`src/rtl/gray_addr_pkg.sv`:
```
package gray_addr_pkg;

  typedef enum logic [1:0] {
    UPD_HOLD = 2'd0,
    UPD_LOAD = 2'd1,
    UPD_STEP = 2'd2
  } upd_e;

  // number of byte-offset bits below the word index
  function automatic int unsigned offset_bits(input int unsigned stride);
    int unsigned n;
    n = 0;
    for (int i = 0; i < 8; i++) begin
      if ((32'd1 << i) < stride) n = i + 1;
    end
    return n;
  endfunction

endpackage

```
`src/rtl/gray_conv.sv`:
```
module gray_conv #(
  parameter int unsigned W = 8
) (
  input  logic [W-1:0] bin_i,
  output logic [W-1:0] gray_o
);
  assign gray_o = bin_i ^ (bin_i >> 1);
endmodule

```
`src/rtl/stride_gray_encoder.sv`:
```
module stride_gray_encoder #(
  parameter int unsigned ADDR_W = 32,
  parameter int unsigned K      = 2
) (
  input  logic [ADDR_W-1:0] bin_i,
  output logic [ADDR_W-1:0] enc_o
);
  localparam int unsigned HI_W = ADDR_W - K;

  logic [HI_W-1:0] hi_gray;

  gray_conv #(.W(HI_W)) u_hi (
    .bin_i  (bin_i[ADDR_W-1:K]),
    .gray_o (hi_gray)
  );

  generate
    if (K > 0) begin : g_off
      logic [K-1:0] lo_gray;
      gray_conv #(.W(K)) u_lo (
        .bin_i  (bin_i[K-1:0]),
        .gray_o (lo_gray)
      );
      assign enc_o = {hi_gray, lo_gray};
    end else begin : g_nooff
      assign enc_o = hi_gray;
    end
  endgenerate
endmodule

```
`src/rtl/addr_word_counter.sv`:
```
module addr_word_counter
  import gray_addr_pkg::*;
#(
  parameter int unsigned ADDR_W = 32,
  parameter int unsigned K      = 2
) (
  input  logic              clk,
  input  logic              rst,
  input  upd_e              cmd_i,
  input  logic [ADDR_W-1:0] target_i,
  output logic [ADDR_W-1:0] bin_next_o,
  output logic [ADDR_W-1:0] bin_q_o
);
  localparam int unsigned HI_W = ADDR_W - K;

  logic [ADDR_W-1:0] bin_q;
  logic [HI_W-1:0]   word_inc;

  assign word_inc = bin_q[ADDR_W-1:K] + HI_W'(1);

  always_comb begin
    bin_next_o = bin_q;
    case (cmd_i)
      UPD_LOAD: bin_next_o = target_i;
      UPD_STEP: bin_next_o[ADDR_W-1:K] = word_inc;
      default:  bin_next_o = bin_q;
    endcase
  end

  always_ff @(posedge clk) begin
    if (rst) bin_q <= '0;
    else     bin_q <= bin_next_o;
  end

  assign bin_q_o = bin_q;

  generate
    if (K > 0) begin : g_off_chk

      offset_keep_chk: assert property (@(posedge clk) disable iff (rst)
        (cmd_i == UPD_STEP) |=> bin_q[K-1:0] == $past(bin_q[K-1:0]));
    end
  endgenerate
endmodule

```
`src/rtl/gray_stride_addr_gen.sv`:
```
module gray_stride_addr_gen
  import gray_addr_pkg::*;
#(
  parameter int unsigned ADDR_W = 32,
  parameter int unsigned STRIDE = 4
) (
  input  logic              clk,
  input  logic              rst,
  input  logic              load_i,
  input  logic [ADDR_W-1:0] target_i,
  input  logic              step_i,
  output logic [ADDR_W-1:0] gray_addr_o,
  output logic [ADDR_W-1:0] bin_addr_o
);
  localparam int unsigned K = offset_bits(STRIDE);
  localparam logic [ADDR_W-1:0] STEP_V = ADDR_W'(STRIDE);

  upd_e              cmd;
  logic [ADDR_W-1:0] bin_next;
  logic [ADDR_W-1:0] enc_next;
  logic [ADDR_W-1:0] gray_q;

  always_comb begin
    if (load_i)      cmd = UPD_LOAD;
    else if (step_i) cmd = UPD_STEP;
    else             cmd = UPD_HOLD;
  end

  addr_word_counter #(.ADDR_W(ADDR_W), .K(K)) u_cnt (
    .clk        (clk),
    .rst        (rst),
    .cmd_i      (cmd),
    .target_i   (target_i),
    .bin_next_o (bin_next),
    .bin_q_o    (bin_addr_o)
  );

  stride_gray_encoder #(.ADDR_W(ADDR_W), .K(K)) u_enc (
    .bin_i (bin_next),
    .enc_o (enc_next)
  );

  always_ff @(posedge clk) begin
    if (rst) gray_q <= '0;
    else     gray_q <= enc_next;
  end

  assign gray_addr_o = gray_q;


  load_take_chk: assert property (@(posedge clk) disable iff (rst)
    load_i |=> bin_addr_o == $past(target_i));


  load_wins_chk: assert property (@(posedge clk) disable iff (rst)
    (load_i && step_i) |=> bin_addr_o == $past(target_i));


  stride_adv_chk: assert property (@(posedge clk) disable iff (rst)
    (step_i && !load_i) |=> bin_addr_o == $past(bin_addr_o) + STEP_V);


  one_bit_chk: assert property (@(posedge clk) disable iff (rst)
    (step_i && !load_i) |=> $countones(gray_addr_o ^ $past(gray_addr_o)) == 1);


  idle_hold_chk: assert property (@(posedge clk) disable iff (rst)
    (!step_i && !load_i) |=> ($stable(gray_addr_o) && $stable(bin_addr_o)));
endmodule

```
`config.mk`:
```
export PLATFORM = sky130hd
export DESIGN_NAME = gray_stride_addr_gen
export DESIGN_NICKNAME = d
export VERILOG_FILES = /design/src/rtl/gray_addr_pkg.sv /design/src/rtl/gray_conv.sv /design/src/rtl/stride_gray_encoder.sv /design/src/rtl/addr_word_counter.sv /design/src/rtl/gray_stride_addr_gen.sv
export SDC_FILE = /design/constraint.sdc
export NUM_CORES = 1
export LEC_CHECK = 0
export ABC_CLOCK_PERIOD_IN_PS = 2600
export BUFFER_PORTS_ARGS = -buffer_cell sky130_fd_sc_hd__buf_2
export CORE_MARGIN = 8
export CORE_UTILIZATION = 25
export DETAILED_ROUTE_END_ITERATION = 10
export SETUP_SLACK_MARGIN = 0.2
export SLEW_MARGIN = 15
export SYNTH_ARGS = -nofsm -noshare
export SYNTH_HDL_FRONTEND = slang
export SYNTH_SLANG_ARGS = --single-unit
export TNS_END_PERCENT = 100
```
`constraint.sdc`:
```
create_clock -name clk -period 2.6 [get_ports clk]
set_input_delay 0.26 -clock clk [delete_from_list [all_inputs] [get_ports clk]]
set_output_delay 0.26 -clock clk [all_outputs]
set_load 0.1 [all_outputs]
```
==> results list, run 1 <==
* Status: completed
* Number of antenna violations at the first check in global routing: 1
* Critical path fanouts, max: 17
- The synthesized netlist devotes 13.0% of its cell area to XOR and XNOR gates.
* Routed wire length: 8640 um
* Kind of critical path: register to register
* Post-Synthesis Net Count: 367
- The detail route stage leaves a number of antenna-violating nets equal to 0.
- For this run, the slowest stage of the critical path takes 0.61 ns.
- In the synthesized netlist, the number of instances is 330.
* Chip width: 125 um
- Number of buffers inserted by hold repair at cts: 0
- From synthesis to final layout, the design area changed by 37.8%.
- Clock-pin slew was measured on the worst setup and hold paths at 0.05 ns.
* Detailed Place HPWL: 6550 um
- In the final layout, the share of cells above drive strength 1 is 38.9%.
- STA classifies the critical path endpoint as a register.
- Initial standard-cell utilization of the core: 25.7%
- The kind of cell with the highest combined delay along the critical path is simple AND/OR/NAND/NOR gates.
- In the final routed layout, each cell accounts on average for 15.0 um.
- Combinational family with the most area after synthesis: simple AND/OR/NAND/NOR gates
* Largest vdd supply drop: 0.411 mV
- Count of maximum capacitance violations: 0
* Bufs and invs on worst path: 1
- After detailed routing, the number of remaining DRC violations is 0.
- Detailed routing inserted a total of 2612 vias.
- For this block, the initial DRC count from the detailed router was 109.
- The hold violation total from the final report was 0.
* Worst endpoint required time: 2.80 ns
- Number of slew-limit violations in the final report: 0
* Top-level port count: 100
* Post-Syn Area per Cell: 8.98 sq um
- The min-delay analysis places its worst path in the category primary input to register.
* Bufs on Longest Clock Path: 2
* P per Cell Area: 786 mW/mm^2
- Layout Skew: 0.00786 ns
* Transition time at the pin with the least slew margin: 0.634 ns
- Total clock buffers created by CTS: 9
- The analysis attributes to cell leakage a power of 1.70 nW.
* Unrepaired setup endpoints after global routing: yes
- The core region is 0.0115 sq mm.
* Final-stage net count: 464
* Final RePlAce weighted congestion: 0.786
* Post-synthesis compound-gate area fraction: 12.3%
- The cell area that synthesis handed to floorplanning was 0.00296 sq mm.
- CTS H-tree lvls: 3
* Yosys warns: 0
- Setup crit start kind: register
- Share of synthesized cell area in and, or, nand and nor gates: 24.4%
* Worst relative slew slack: 57.7%
- After routing, the total negative slack on setup checks comes to 0 ns.
- Storage element area: 0.00132 sq mm
- Total routing usage reported by global routing: 11.1%
- The die covers 0.0156 sq mm.
* Final number of setup-violating endpoints: 0
- CTS placed an instance of sky130_fd_sc_hd__clkbuf_16 at the clock tree root.
- The signal on the critical path passes through nand4_1 > or4_4 > buf_12 > o41a_1 > o31ai_4 > xnor2_1 > nor2_1.
- After Yosys synthesis, full adders, half adders and majority gates account for 0.422% of the synthesized area.
- FP Rows: 39
* Multiplexer share of the synthesized area: 4.05%
- Sequential-to-total area share from yosys stat: 41.9%
* Combined area of the multi-input logic cells: 0.00167 sq mm
- Buffers placed on the I/O ports in this run total 99.
* Global-route wire length before repair: 14100 um
* Die Height: 125 um
- Pin count of the biggest net entering global routing: 43
* Total global routing overflow: 0
* Via count of the first global-routing pass: 2688
* Worst path setup slack after routing: 0.227 ns
- The number of different library cells used by synthesis comes to 34.
- Using the TritonRoute via totals, the vias-per-cell ratio works out to 4.53.
- Timing-limited maximum frequency: 421 MHz
- TritonCTS built the clock tree.
- Total clock sinks: 62
- At the worst endpoint, the arrival time is 2.57 ns.
- Filler cell count: 1199
- Of the available clock period, the critical path in the final layout requires 91.3%.
* Final min period: 2.37 ns
- Number of search-and-repair iterations in the first detailed-routing pass: 4
- Before CTS, the worst setup slack after placement is 0.177 ns.
* Cell type of the slowest stage on the worst timing path: sky130_fd_sc_hd__or4_4
- Seq cells post-synth: 62
- The clock reaches the later pin of the worst-skew pair after 0.32 ns.
-- synthesized netlist by cell type --
| master | count | share of area (%) |
|---|---|---|
| sky130_fd_sc_hd__buf_4 | 2 | 0.51 |
| sky130_fd_sc_hd__or4_1 | 2 | 0.51 |
| sky130_fd_sc_hd__mux2i_1 | 12 | 4.1 |
| sky130_fd_sc_hd__buf_2 | 3 | 0.51 |
| sky130_fd_sc_hd__o31a_1 | 11 | 3.3 |
| sky130_fd_sc_hd__nand3_1 | 12 | 2.0 |
| sky130_fd_sc_hd__dfxtp_1 | 62 | 42 |
| sky130_fd_sc_hd__and3_1 | 3 | 0.63 |
| sky130_fd_sc_hd__nand4_1 | 8 | 1.7 |
| sky130_fd_sc_hd__a31oi_1 | 1 | 0.21 |
| sky130_fd_sc_hd__or3_1 | 1 | 0.21 |
| sky130_fd_sc_hd__nor3_1 | 5 | 0.84 |
| sky130_fd_sc_hd__nand2b_1 | 16 | 3.4 |
| sky130_fd_sc_hd__o31ai_2 | 10 | 4.2 |
| sky130_fd_sc_hd__inv_1 | 4 | 0.51 |
| sky130_fd_sc_hd__clkbuf_1 | 16 | 2.0 |
| sky130_fd_sc_hd__ha_1 | 1 | 0.42 |
| sky130_fd_sc_hd__and4_1 | 4 | 1.2 |
| sky130_fd_sc_hd__or2_2 | 1 | 0.21 |
| sky130_fd_sc_hd__xnor2_1 | 40 | 12 |
| sky130_fd_sc_hd__nor2_1 | 69 | 8.7 |
| sky130_fd_sc_hd__o31ai_1 | 4 | 1.0 |
| sky130_fd_sc_hd__o41a_1 | 1 | 0.38 |
| sky130_fd_sc_hd__nor4b_2 | 1 | 0.51 |
| sky130_fd_sc_hd__xor2_1 | 4 | 1.2 |
| sky130_fd_sc_hd__buf_1 | 3 | 0.38 |
| sky130_fd_sc_hd__a211oi_1 | 1 | 0.25 |
| sky130_fd_sc_hd__o31ai_4 | 2 | 1.4 |
| sky130_fd_sc_hd__o21a_1 | 2 | 0.51 |
| sky130_fd_sc_hd__nand4_2 | 1 | 0.42 |
| sky130_fd_sc_hd__nor3b_1 | 1 | 0.25 |
| sky130_fd_sc_hd__nand2_1 | 7 | 0.89 |
| sky130_fd_sc_hd__nor4_1 | 14 | 3.0 |
| sky130_fd_sc_hd__a21oi_1 | 6 | 1.0 |
-- per-stage QoR --
step	hold slack [ns]	cells	util, %	instance area (sq um)	total power [mW]
finish	0.206	576	35.5	4080	3.21
global placement	0.517	555	32.1	3690	2.12
detailed placement	0.529	555	32.1	3690	2.12
floorplan	0.407	330	-	3040	1.95
CTS	0.203	571	34.5	3980	3.24
global route	0.225	575	35.4	4080	3.35
-- final timing paths --
kind | startpoint | slack (ns) | to | cells after the start
max | u_cnt.bin_q_o[11] | 0.23 | gray_addr_o[29] | 7
min | target_i[0] | 0.21 | u_cnt.bin_q_o[0] | 3
max reg2reg | u_cnt.bin_q_o[11] | 0.23 | gray_addr_o[29] | 7
min reg2reg | u_cnt.bin_q_o[0] | 0.54 | u_cnt.bin_q_o[0] | 2
-- what timing repair did --
| item | CTS | global route |
|---|---|---|
| buffers inserted | 0 | 4 |
| resized for setup | 1 | 12 |
| pin swaps | 0 | 8 |
| setup endpoints to repair | 2 | 11 |
-- logic make-up (layout without fill, tap and decap cells) --
kind of cell             after synthesis  in the layout
AND/OR/NAND/NOR                      145            145
flip-flops                            62             62
XOR/XNOR                              44             44
AO/OA/AOI/OAI                         38             38
buffers and inverters                 28            130
multiplexers                          12             12
adder cells (fa/ha/maj)                1              1
other                                  0              1
-- report_power, final --
group          total [mW]  switching, mW  internal [mW]  leakage, nW
sequential           1.09         0.0596           1.03        0.529
combinational        1.02          0.813          0.206         1.04
clock                1.10          0.410          0.690        0.136
-- worst min-delay path, stage by stage --
cell and delay (ns):
sky130_fd_sc_hd__buf_2 0.09, sky130_fd_sc_hd__mux2i_1 0.06, sky130_fd_sc_hd__nor2_1 0.07
-- registers in the layout, indices dropped and copies added, names as in the netlist --
signal	count
u_cnt.bin_q_o	30
gray_addr_o	32
-- cell type report --
class | instances | area share, %
clock inverters | 4 | 0.521
multi-input cells | 240 | 41.0
repair buffers | 110 | 15.1
inverters | 4 | 0.368
clock buffers | 12 | 6.28
diodes | 1 | 0.0613
flip-flops and latches | 62 | 32.4
well taps | 143 | 4.38
-- routing by layer --
metal,track usage [%],vias to the layer above,routed length [um]
met2,17.4,86,3960
met3,5.14,8,639
met1,13.2,1178,3940
met5,0,-,0
met4,3.22,0,102
li1,-,1340,-
-- cells in the final DEF, fill, tap and decap left out, types with 7 or more instances in the layout --
cell	count
sky130_fd_sc_hd__buf_2	99
sky130_fd_sc_hd__o31a_1	11
sky130_fd_sc_hd__buf_4	8
sky130_fd_sc_hd__nand2b_1	16
sky130_fd_sc_hd__nand2_1	7
sky130_fd_sc_hd__dfxtp_1	38
sky130_fd_sc_hd__nand3_1	12
sky130_fd_sc_hd__dfxtp_4	20
sky130_fd_sc_hd__o31ai_2	8
sky130_fd_sc_hd__nor2_1	69
sky130_fd_sc_hd__xnor2_1	40
sky130_fd_sc_hd__mux2i_1	12
sky130_fd_sc_hd__nor4_1	14
sky130_fd_sc_hd__nand4_1	8
sky130_fd_sc_hd__clkbuf_16	9
Note: power is estimated with default switching activity, not from simulation.
==> inputs of run 2 (changes only) <==
--- a/config.mk
+++ b/config.mk
@@ -5,11 +5,13 @@
 export SDC_FILE = /design/constraint.sdc
 export NUM_CORES = 1
 export LEC_CHECK = 0
+export ABC_AREA = 1
 export ABC_CLOCK_PERIOD_IN_PS = 2600
 export BUFFER_PORTS_ARGS = -buffer_cell sky130_fd_sc_hd__buf_2
 export CORE_MARGIN = 8
-export CORE_UTILIZATION = 25
+export CORE_UTILIZATION = 52
 export DETAILED_ROUTE_END_ITERATION = 10
+export PLACE_DENSITY = 0.8
 export SETUP_SLACK_MARGIN = 0.2
 export SLEW_MARGIN = 15
 export SYNTH_ARGS = -nofsm -noshare
==> run 2 against run 1 <==
Final cell count up 23%. Area after synthesis up 16%. Die area down 39%. Critical path type unchanged. Sequential power about the same.
==> results list, run 2 <==
- The flow ran to the end, and the final reports show no timing, DRC or antenna violations.
- The total global-route track usage was 20.2% (+9.2 points).
- The number of nets in the layout came to 663 (+43%).
* Number of buffers inserted by hold repair at cts: 0 (unchanged)
* Most instantiated cells after synthesis: 168 x sky130_fd_sc_hd__nand2_1, 78 x sky130_fd_sc_hd__inv_1, 62 x sky130_fd_sc_hd__dfxtp_1, 62 x sky130_fd_sc_hd__nor2_1, 35 x sky130_fd_sc_hd__nand3_1
* Kind of critical path: register to register
- Among all flip-flop cells after synthesis, the most frequent one is sky130_fd_sc_hd__dfxtp_1.
- Share of async-settable or async-resettable flops after synthesis: 0% (unchanged)
- Post-Syn Area per Cell: 6.55 sq um (-27%)
- Skew-Pair Late Insertion Delay: 0.34 ns (+0.02 ns)
- The die area is 0.00949 sq mm (-39%).
* CTS clock-pin slew for the worst setup and hold paths: 0.07 ns (+0.02 ns)
* CTS tree: built
- The final total negative setup slack is 0 ns (unchanged).
- The row count came to 29 (-26%).
* Syn Std Cell Area: 0.00345 sq mm (+16%)
* Flip-flop count of the largest register after layout: 32 (unchanged)
- The path class of the tightest hold or removal check is primary input to register.
- Leaving out fill and tap cells, the most frequent cells in the layout are 168 x sky130_fd_sc_hd__nand2_1, 99 x sky130_fd_sc_hd__buf_2, 78 x sky130_fd_sc_hd__inv_1.
- The slack of the worst reg-to-reg path was 0.77 ns (+0.54 ns).
- The highest net fanout along the worst path is 6 (-11).
- The global-route congestion overflow total was 0 (unchanged).
* IO Port Bufs: 99 (unchanged)
* Setup crit start kind: register
- The number of enable flip-flop cells after synthesis is 0 (unchanged).
- Placement Setup Slack: 0.496 ns (+0.318 ns)
- Final RePlAce weighted congestion: 0.905 (+15%)
- The tree is rooted in a sky130_fd_sc_hd__clkbuf_8.
- Area share of the leading cell type in the synthesized netlist: 36.0% (-5.9 points)
- The total CTS buffers is 9 (unchanged).
* Most common library cell in the layout ignoring fill and taps: sky130_fd_sc_hd__nand2_1
* Number of antenna violations at the first check in global routing: 0 (-1)
* Worst hold slack: 0.256 ns (+0.0493 ns)
- Sort of element at the end of the critical path: register
* Wire length per cell after detailed routing: 13.5 um (-9.9%)
- The post-synth net total is 563 (+53%).
* Bufs on Longest Clock Path: 2 (unchanged)
- Largest vdd supply drop: 0.605 mV (+47%)
- The number of optimization iterations in the first detailed-route pass came to 5 (+1).
* Final count of hold timing violations: 0 (unchanged)
- Seq cells post-synth: 62 (unchanged)
- Final min period: 1.83 ns (-0.545 ns)
* Initial standard-cell utilization of the core: 54.0% (+28 points)
- Setup repair after global routing left no endpoint under its margin.
- Most repeated cell in the gate-level netlist after synthesis: sky130_fd_sc_hd__nand2_1
- Count of inserted antenna diode cells: 0 (-1)
- Leakage power summed over all cells: 2.28 nW (+34%)
* Post-synthesis cell type count: 34 (unchanged)
- Number of slew-limit violations in the final report: 0 (unchanged)
- The share of cells above drive strength 1 came to 24.9% (-14 points).
- The total of cells resized after clock tree synthesis came to 0 (-1).
* Detailed Place HPWL: 7450 um (+14%)
* Total power of the final layout: 3.06 mW (-4.5%)
- Standard cell core area: 0.00639 sq mm (-45%)
- The required arrival time at the worst endpoint came to 2.83 ns (+0.03 ns).
- Pin count of the biggest net entering global routing: 28 (-35%)
* Worst path setup slack after routing: 0.771 ns (+0.545 ns)
- The number of global-route vias before repair was 3486 (+30%).
- The max-capacitance violation count came to 0 (unchanged).
- Summed over all instances, the cell type with the most area after synthesis is sky130_fd_sc_hd__dfxtp_1.
- Worst relative slew slack: 67.1% (+9.4 points)
- The first-pass GRT wire length is 16100 um (+14%).
* Timing-limited maximum frequency: 547 MHz (+30%)
- The count of antenna-violating nets left after detailed routing is 0 (unchanged).
- Layout Skew: 0.00695 ns (-0.000907 ns)
* Filler cell count: 611 (-49%)
* Arrival time reported for the critical path endpoint: 2.06 ns (-0.51 ns)
- Sequential-to-total area share from yosys stat: 36.0% (-5.9 points)
* Total clock sinks: 62 (unchanged)
- The number of setup buffers added after CTS is 0 (unchanged).
* DR vias: 3552 (+36%)
- Synth area leaders: sky130_fd_sc_hd__dfxtp_1 36%, sky130_fd_sc_hd__nand2_1 18%, sky130_fd_sc_hd__inv_1 8.5%
- The die span in y was 97.4 um (-22%).
* DRC errors left: 0 (unchanged)
* Gate count after technology mapping: 526 (+59%)
* Iter 0 DRT Violations: 167 (+53%)
- Transition time at the pin with the least slew margin: 0.496 ns (-0.138 ns)
* Final number of setup-violating endpoints: 0 (unchanged)
- Syn-to-layout area delta: 21.6%
- Placement-stage cell area: 0.00399 sq mm (+8.0%)
* Via-per-instance ratio: 5.02 (+11%)
- Final instance area: 0.00419 sq mm (+2.6%)
* Yosys warns: 0 (unchanged)
- P per Cell Area: 731 mW/mm^2 (-7.0%)
- Final clock period utilization by the worst path: 70.3% (-21 points)
* Routed wire length: 9560 um (+11%)
- Chip width: 97.4 um (-22%)
- The I/O pin total came to 100 (unchanged).
- The H-tree level count is 3 (unchanged).
## run 2: stage by stage
| stage | util [%] | std cells |
|---|---|---|
| floorplan | - | 526 |
| global placement | 62.5 | 692 |
| detailed placement | 62.5 | 692 |
| CTS | 65.6 | 708 |
| global route | 65.6 | 708 |
| finish | 65.6 | 708 |
## run 2: report_power, final
part / internal (mW) / switching (mW) / total (mW) / leakage, nW
clock: 0.490 / 0.362 / 0.852 / 0.106
sequential: 1.04 / 0.0699 / 1.11 / 0.516
combinational: 0.187 / 0.913 / 1.10 / 1.66
total: 1.72 / 1.34 / 3.06 / 2.28
## run 2: path summary, 6_finish.rpt
path                         start          endpoint  cells after the start
setup reg to reg  u_cnt.bin_q_o[2]   gray_addr_o[11]                     10
setup / recovery  u_cnt.bin_q_o[2]   gray_addr_o[11]                     10
hold / removal         target_i[0]  u_cnt.bin_q_o[0]                      3
hold reg to reg   u_cnt.bin_q_o[0]  u_cnt.bin_q_o[0]                      2
## run 2: kinds of logic (layout without fill, tap and decap cells)
kind of cell	after synthesis	in the layout	share of synthesized area, %
buffers and inverters	95	200	11.0
multiplexers	2	2	0.581
adder cells (fa/ha/maj)	1	1	0.363
XOR/XNOR	10	10	2.54
AND/OR/NAND/NOR	301	301	38.5
AO/OA/AOI/OAI	55	55	11.0
flip-flops	62	62	36.0
## run 2: worst max-delay path, cell delays in order (launching register included)
cell and delay [ns]:
sky130_fd_sc_hd__dfxtp_1 0.42, sky130_fd_sc_hd__ha_1 0.26, sky130_fd_sc_hd__inv_1 0.10, sky130_fd_sc_hd__nor2_2 0.15
sky130_fd_sc_hd__nand3b_1 0.18, sky130_fd_sc_hd__inv_1 0.10, sky130_fd_sc_hd__o21ai_1 0.08, sky130_fd_sc_hd__a21oi_1 0.22
sky130_fd_sc_hd__nand2_1 0.08, sky130_fd_sc_hd__o21ai_0 0.07, sky130_fd_sc_hd__inv_1 0.06
## run 2: routing by layer
metal  global-route usage, %  wire [um]
met1                    23.9       4350
met2                    34.0       4460
met3                    5.97        625
met4                    6.88        133
met5                       0          0
## run 2: cell type report
class | count | area (sq um) | area share [%]
sequential | 62 | 1240 | 29.6
tap | 77 | 96.3 | 2.30
clock inverter | 4 | 45.0 | 1.07
timing repair buffer | 102 | 518 | 12.4
inverter | 82 | 308 | 7.34
multi-input combinational | 369 | 1830 | 43.6
clock buffer | 12 | 155 | 3.70
==> inputs of run 3 (changes only) <==
--- a/config.mk
+++ b/config.mk
@@ -6,12 +6,12 @@
 export NUM_CORES = 1
 export LEC_CHECK = 0
 export ABC_AREA = 1
-export ABC_CLOCK_PERIOD_IN_PS = 2600
+export ABC_CLOCK_PERIOD_IN_PS = 1500
 export BUFFER_PORTS_ARGS = -buffer_cell sky130_fd_sc_hd__buf_2
 export CORE_MARGIN = 8
-export CORE_UTILIZATION = 52
+export CORE_UTILIZATION = 47
 export DETAILED_ROUTE_END_ITERATION = 10
-export PLACE_DENSITY = 0.8
+export PLACE_DENSITY = 0.76
 export SETUP_SLACK_MARGIN = 0.2
 export SLEW_MARGIN = 15
 export SYNTH_ARGS = -nofsm -noshare
==> constraint.sdc (replaced) <==
create_clock -name clk -period 1.5 [get_ports clk]
set_input_delay 0.15 -clock clk [delete_from_list [all_inputs] [get_ports clk]]
set_output_delay 0.15 -clock clk [all_outputs]
set_load 0.1 [all_outputs]
==> run 3 against run 2 <==
The run now ends with negative setup slack left. Fmax is 12% higher. Critical endpoint is now gray_addr_o[22]. Highest routed layer unchanged. First-iteration DRC count up 44%. Clock skew increased by 0.0068 ns. Critical path depth up 1. Die area is 8.9% higher. Largest power group is now combinational cells. Final cell count grew 11%. Clock power up 100%. Critical path type unchanged. Power grew 95%.
==> results list, run 3 (synthesis gave the netlist of run 2 again) <==
- The flow ran to the end, but the final reports show violations.
- Failing checks: negative setup slack
- The static leakage was 2.84 nW (+24%).
- The max-slew violation count is 0 (unchanged).
- Final number of setup-violating endpoints: 33 (+33)
* Flip-flop count of the largest register after layout: 32 (unchanged)
- The part of the cycle the worst path needs was 109% (+38 points).
- Via-per-instance ratio: 5.18 (+3.2%)
- Filler cell count: 495 (-19%)
- Syn-to-layout area delta: 61.1%
- The total global-route track usage came to 21.9% (+1.7 points).
- Routed wire length: 12400 um (+30%)
* Number of antenna violations at the first check in global routing: 0 (unchanged)
* Commonest cells after routing, fill and taps aside: 130 x sky130_fd_sc_hd__nand2_1, 68 x sky130_fd_sc_hd__buf_2, 66 x sky130_fd_sc_hd__inv_1, 66 x sky130_fd_sc_hd__buf_4, 38 x sky130_fd_sc_hd__nand2_2
- The final antenna diode count is 0 (unchanged).
* DIE AREA: 0.0103 sq mm (+8.9%)
* Worst relative slew slack: 66.7% (-0.40 points)
- CTS tree: built
* Final min period: 1.63 ns (-0.198 ns)
* Worst path setup slack after routing: -0.131 ns (-0.902 ns)
- Detailed Place HPWL: 8370 um (+12%)
* Final RePlAce weighted congestion: 0.941 (+4.0%)
- The die extent in x is 102 um (+4.3%).
- Count of antenna-violating nets left after detailed routing: 0 (unchanged)
- The share of cells above drive strength 1 came to 51.3% (+26 points).
- CTS H-tree lvls: 3 (unchanged)
* Largest vdd supply drop: 0.860 mV (+42%)
- Critical path fanouts, max: 4 (-2)
* CTS clock-pin slew for the worst setup and hold paths: 0.07 ns (about the same)
- Top-level port count: 100 (unchanged)
- Skew-Pair Late Insertion Delay: 0.35 ns (about the same)
* Most common library cell in the layout ignoring fill and taps: sky130_fd_sc_hd__nand2_1
- Final-stage net count: 722 (+8.9%)
- The number of buffers added on ports was 99 (unchanged).
- Standard cell core area: 0.00718 sq mm (+12%)
* DRC errors left: 0 (unchanged)
- Die Height: 102 um (+4.3%)
* Setup crit start kind: register
* Final count of hold timing violations: 0 (unchanged)
- The setup skew after layout is 0.0137 ns (+0.00677 ns).
* Hold crit path type: primary input to register
- The global-route congestion overflow total came to 0 (unchanged).
- The final total negative setup slack came to -1.95 ns (-1.95 ns).
- The critical path's largest stage delay was 0.40 ns (-0.02 ns).
- The critical path is of the register to register type.
- DR vias: 4084 (+15%)
- Clock root cell: sky130_fd_sc_hd__clkbuf_8
- The number of global-route vias before repair came to 3947 (+13%).
- The post-route core utilization came to 77.4% (+12 points).
* P per Cell Area: 1070 mW/mm^2 (+47%)
- Cell type of the slowest stage on the worst timing path: sky130_fd_sc_hd__dfxtp_4
- Walking the worst path, the cells encountered are nand2_4 > nor2_4 > nand2_4 > nor2_4 > nand2_1 > nand2_1 > nand3_1 > nand2_2 > buf_12 > nand3_1 > o21ai_1.
- FP Rows: 31 (+6.9%)
- Timing-limited maximum frequency: 613 MHz (+12%)
- Total clock buffers created by CTS: 9 (unchanged)
- The worst setup path is captured at a register.
- Unrepaired setup endpoints after global routing: yes
- The required arrival time at the worst endpoint is 1.78 ns (-1.05 ns).
- Transition time at the pin with the least slew margin: 0.502 ns (+0.00605 ns)
- Initial standard-cell utilization of the core: 48.0% (-5.9 points)
- The average routed wire per standard cell is 15.8 um (+17%).
- Global-route wire length before repair: 18000 um (+12%)
- The deepest clock path buffer count was 2 (unchanged).
- Total clock sinks: 62 (unchanged)
- Iter 0 DRT Violations: 240 (+44%)
* Arrival time reported for the critical path endpoint: 1.91 ns (-0.15 ns)
* Pin count of the biggest net entering global routing: 18 (-36%)
- The max-capacitance violation count came to 0 (unchanged).
- Number of search-and-repair iterations in the first detailed-routing pass: 5 (unchanged)
run 3: final cells by class:
type                    instances  area, sq um  area share (%)
flip-flops and latches         62         1350            24.3
clock inverters                 3         65.1            1.17
clock buffers                  13          169            3.04
repair buffers                161         1150            20.8
inverters                      82          310            5.59
well taps                      99          124            2.23
multi-input cells             369         2380            42.8
run 3: critical path, delay by kind of cell, from the launching register on:
kind | cells | cell delay, ns
AOI/OAI and AO/OA | 1 | 0.08
and+or+nand+nor | 9 | 0.95
buffers and inverters | 1 | 0.12
DFF | 1 | 0.40
run 3: timing repair:
item	CTS	global route
setup buffers	7	20
hold buffers	0	0
resized for setup	81	91
pin swaps	20	27
endpoints found under the setup margin	79	62
run 3: worst paths after layout:
kind                          from                to  slack (ns)  cells past startpoint
hold / removal         target_i[1]    gray_addr_o[1]        0.11                      3
setup reg to reg  u_cnt.bin_q_o[7]   gray_addr_o[22]       -0.13                     11
hold reg to reg   u_cnt.bin_q_o[0]  u_cnt.bin_q_o[0]        0.56                      2
setup / recovery  u_cnt.bin_q_o[7]   gray_addr_o[22]       -0.13                     11
run 3: where the power goes:
group / switching, mW / internal [mW]
Clock: 0.654 / 1.07
Combinational: 1.76 / 0.556
Sequential: 0.127 / 1.80
Total: 2.54 / 3.43
run 3: layer usage:
| metal | GRT usage, % | share of wire (%) | wire length (um) |
|---|---|---|---|
| met5 | 0 | 0 | 0 |
| met4 | 9.16 | 2.9 | 360 |
| met3 | 4.60 | 6.9 | 863 |
| met2 | 39.0 | 51 | 6310 |
| met1 | 24.6 | 39 | 4890 |
run 3: metrics by stage:
stage               worst slack, ns  total power [mW]  hold WS, ns  cell area, sq um  instances
finish                       -0.131              5.96        0.112              5550        789
global route                 -0.229              6.19        0.143              5550        789
CTS                         -0.0383              5.79        0.108              5030        769
detailed placement          -0.0803              3.99        0.472              4490        746
global placement            -0.0421              3.96        0.457              4490        746
floorplan                    -0.174              3.59        0.228              3670        526
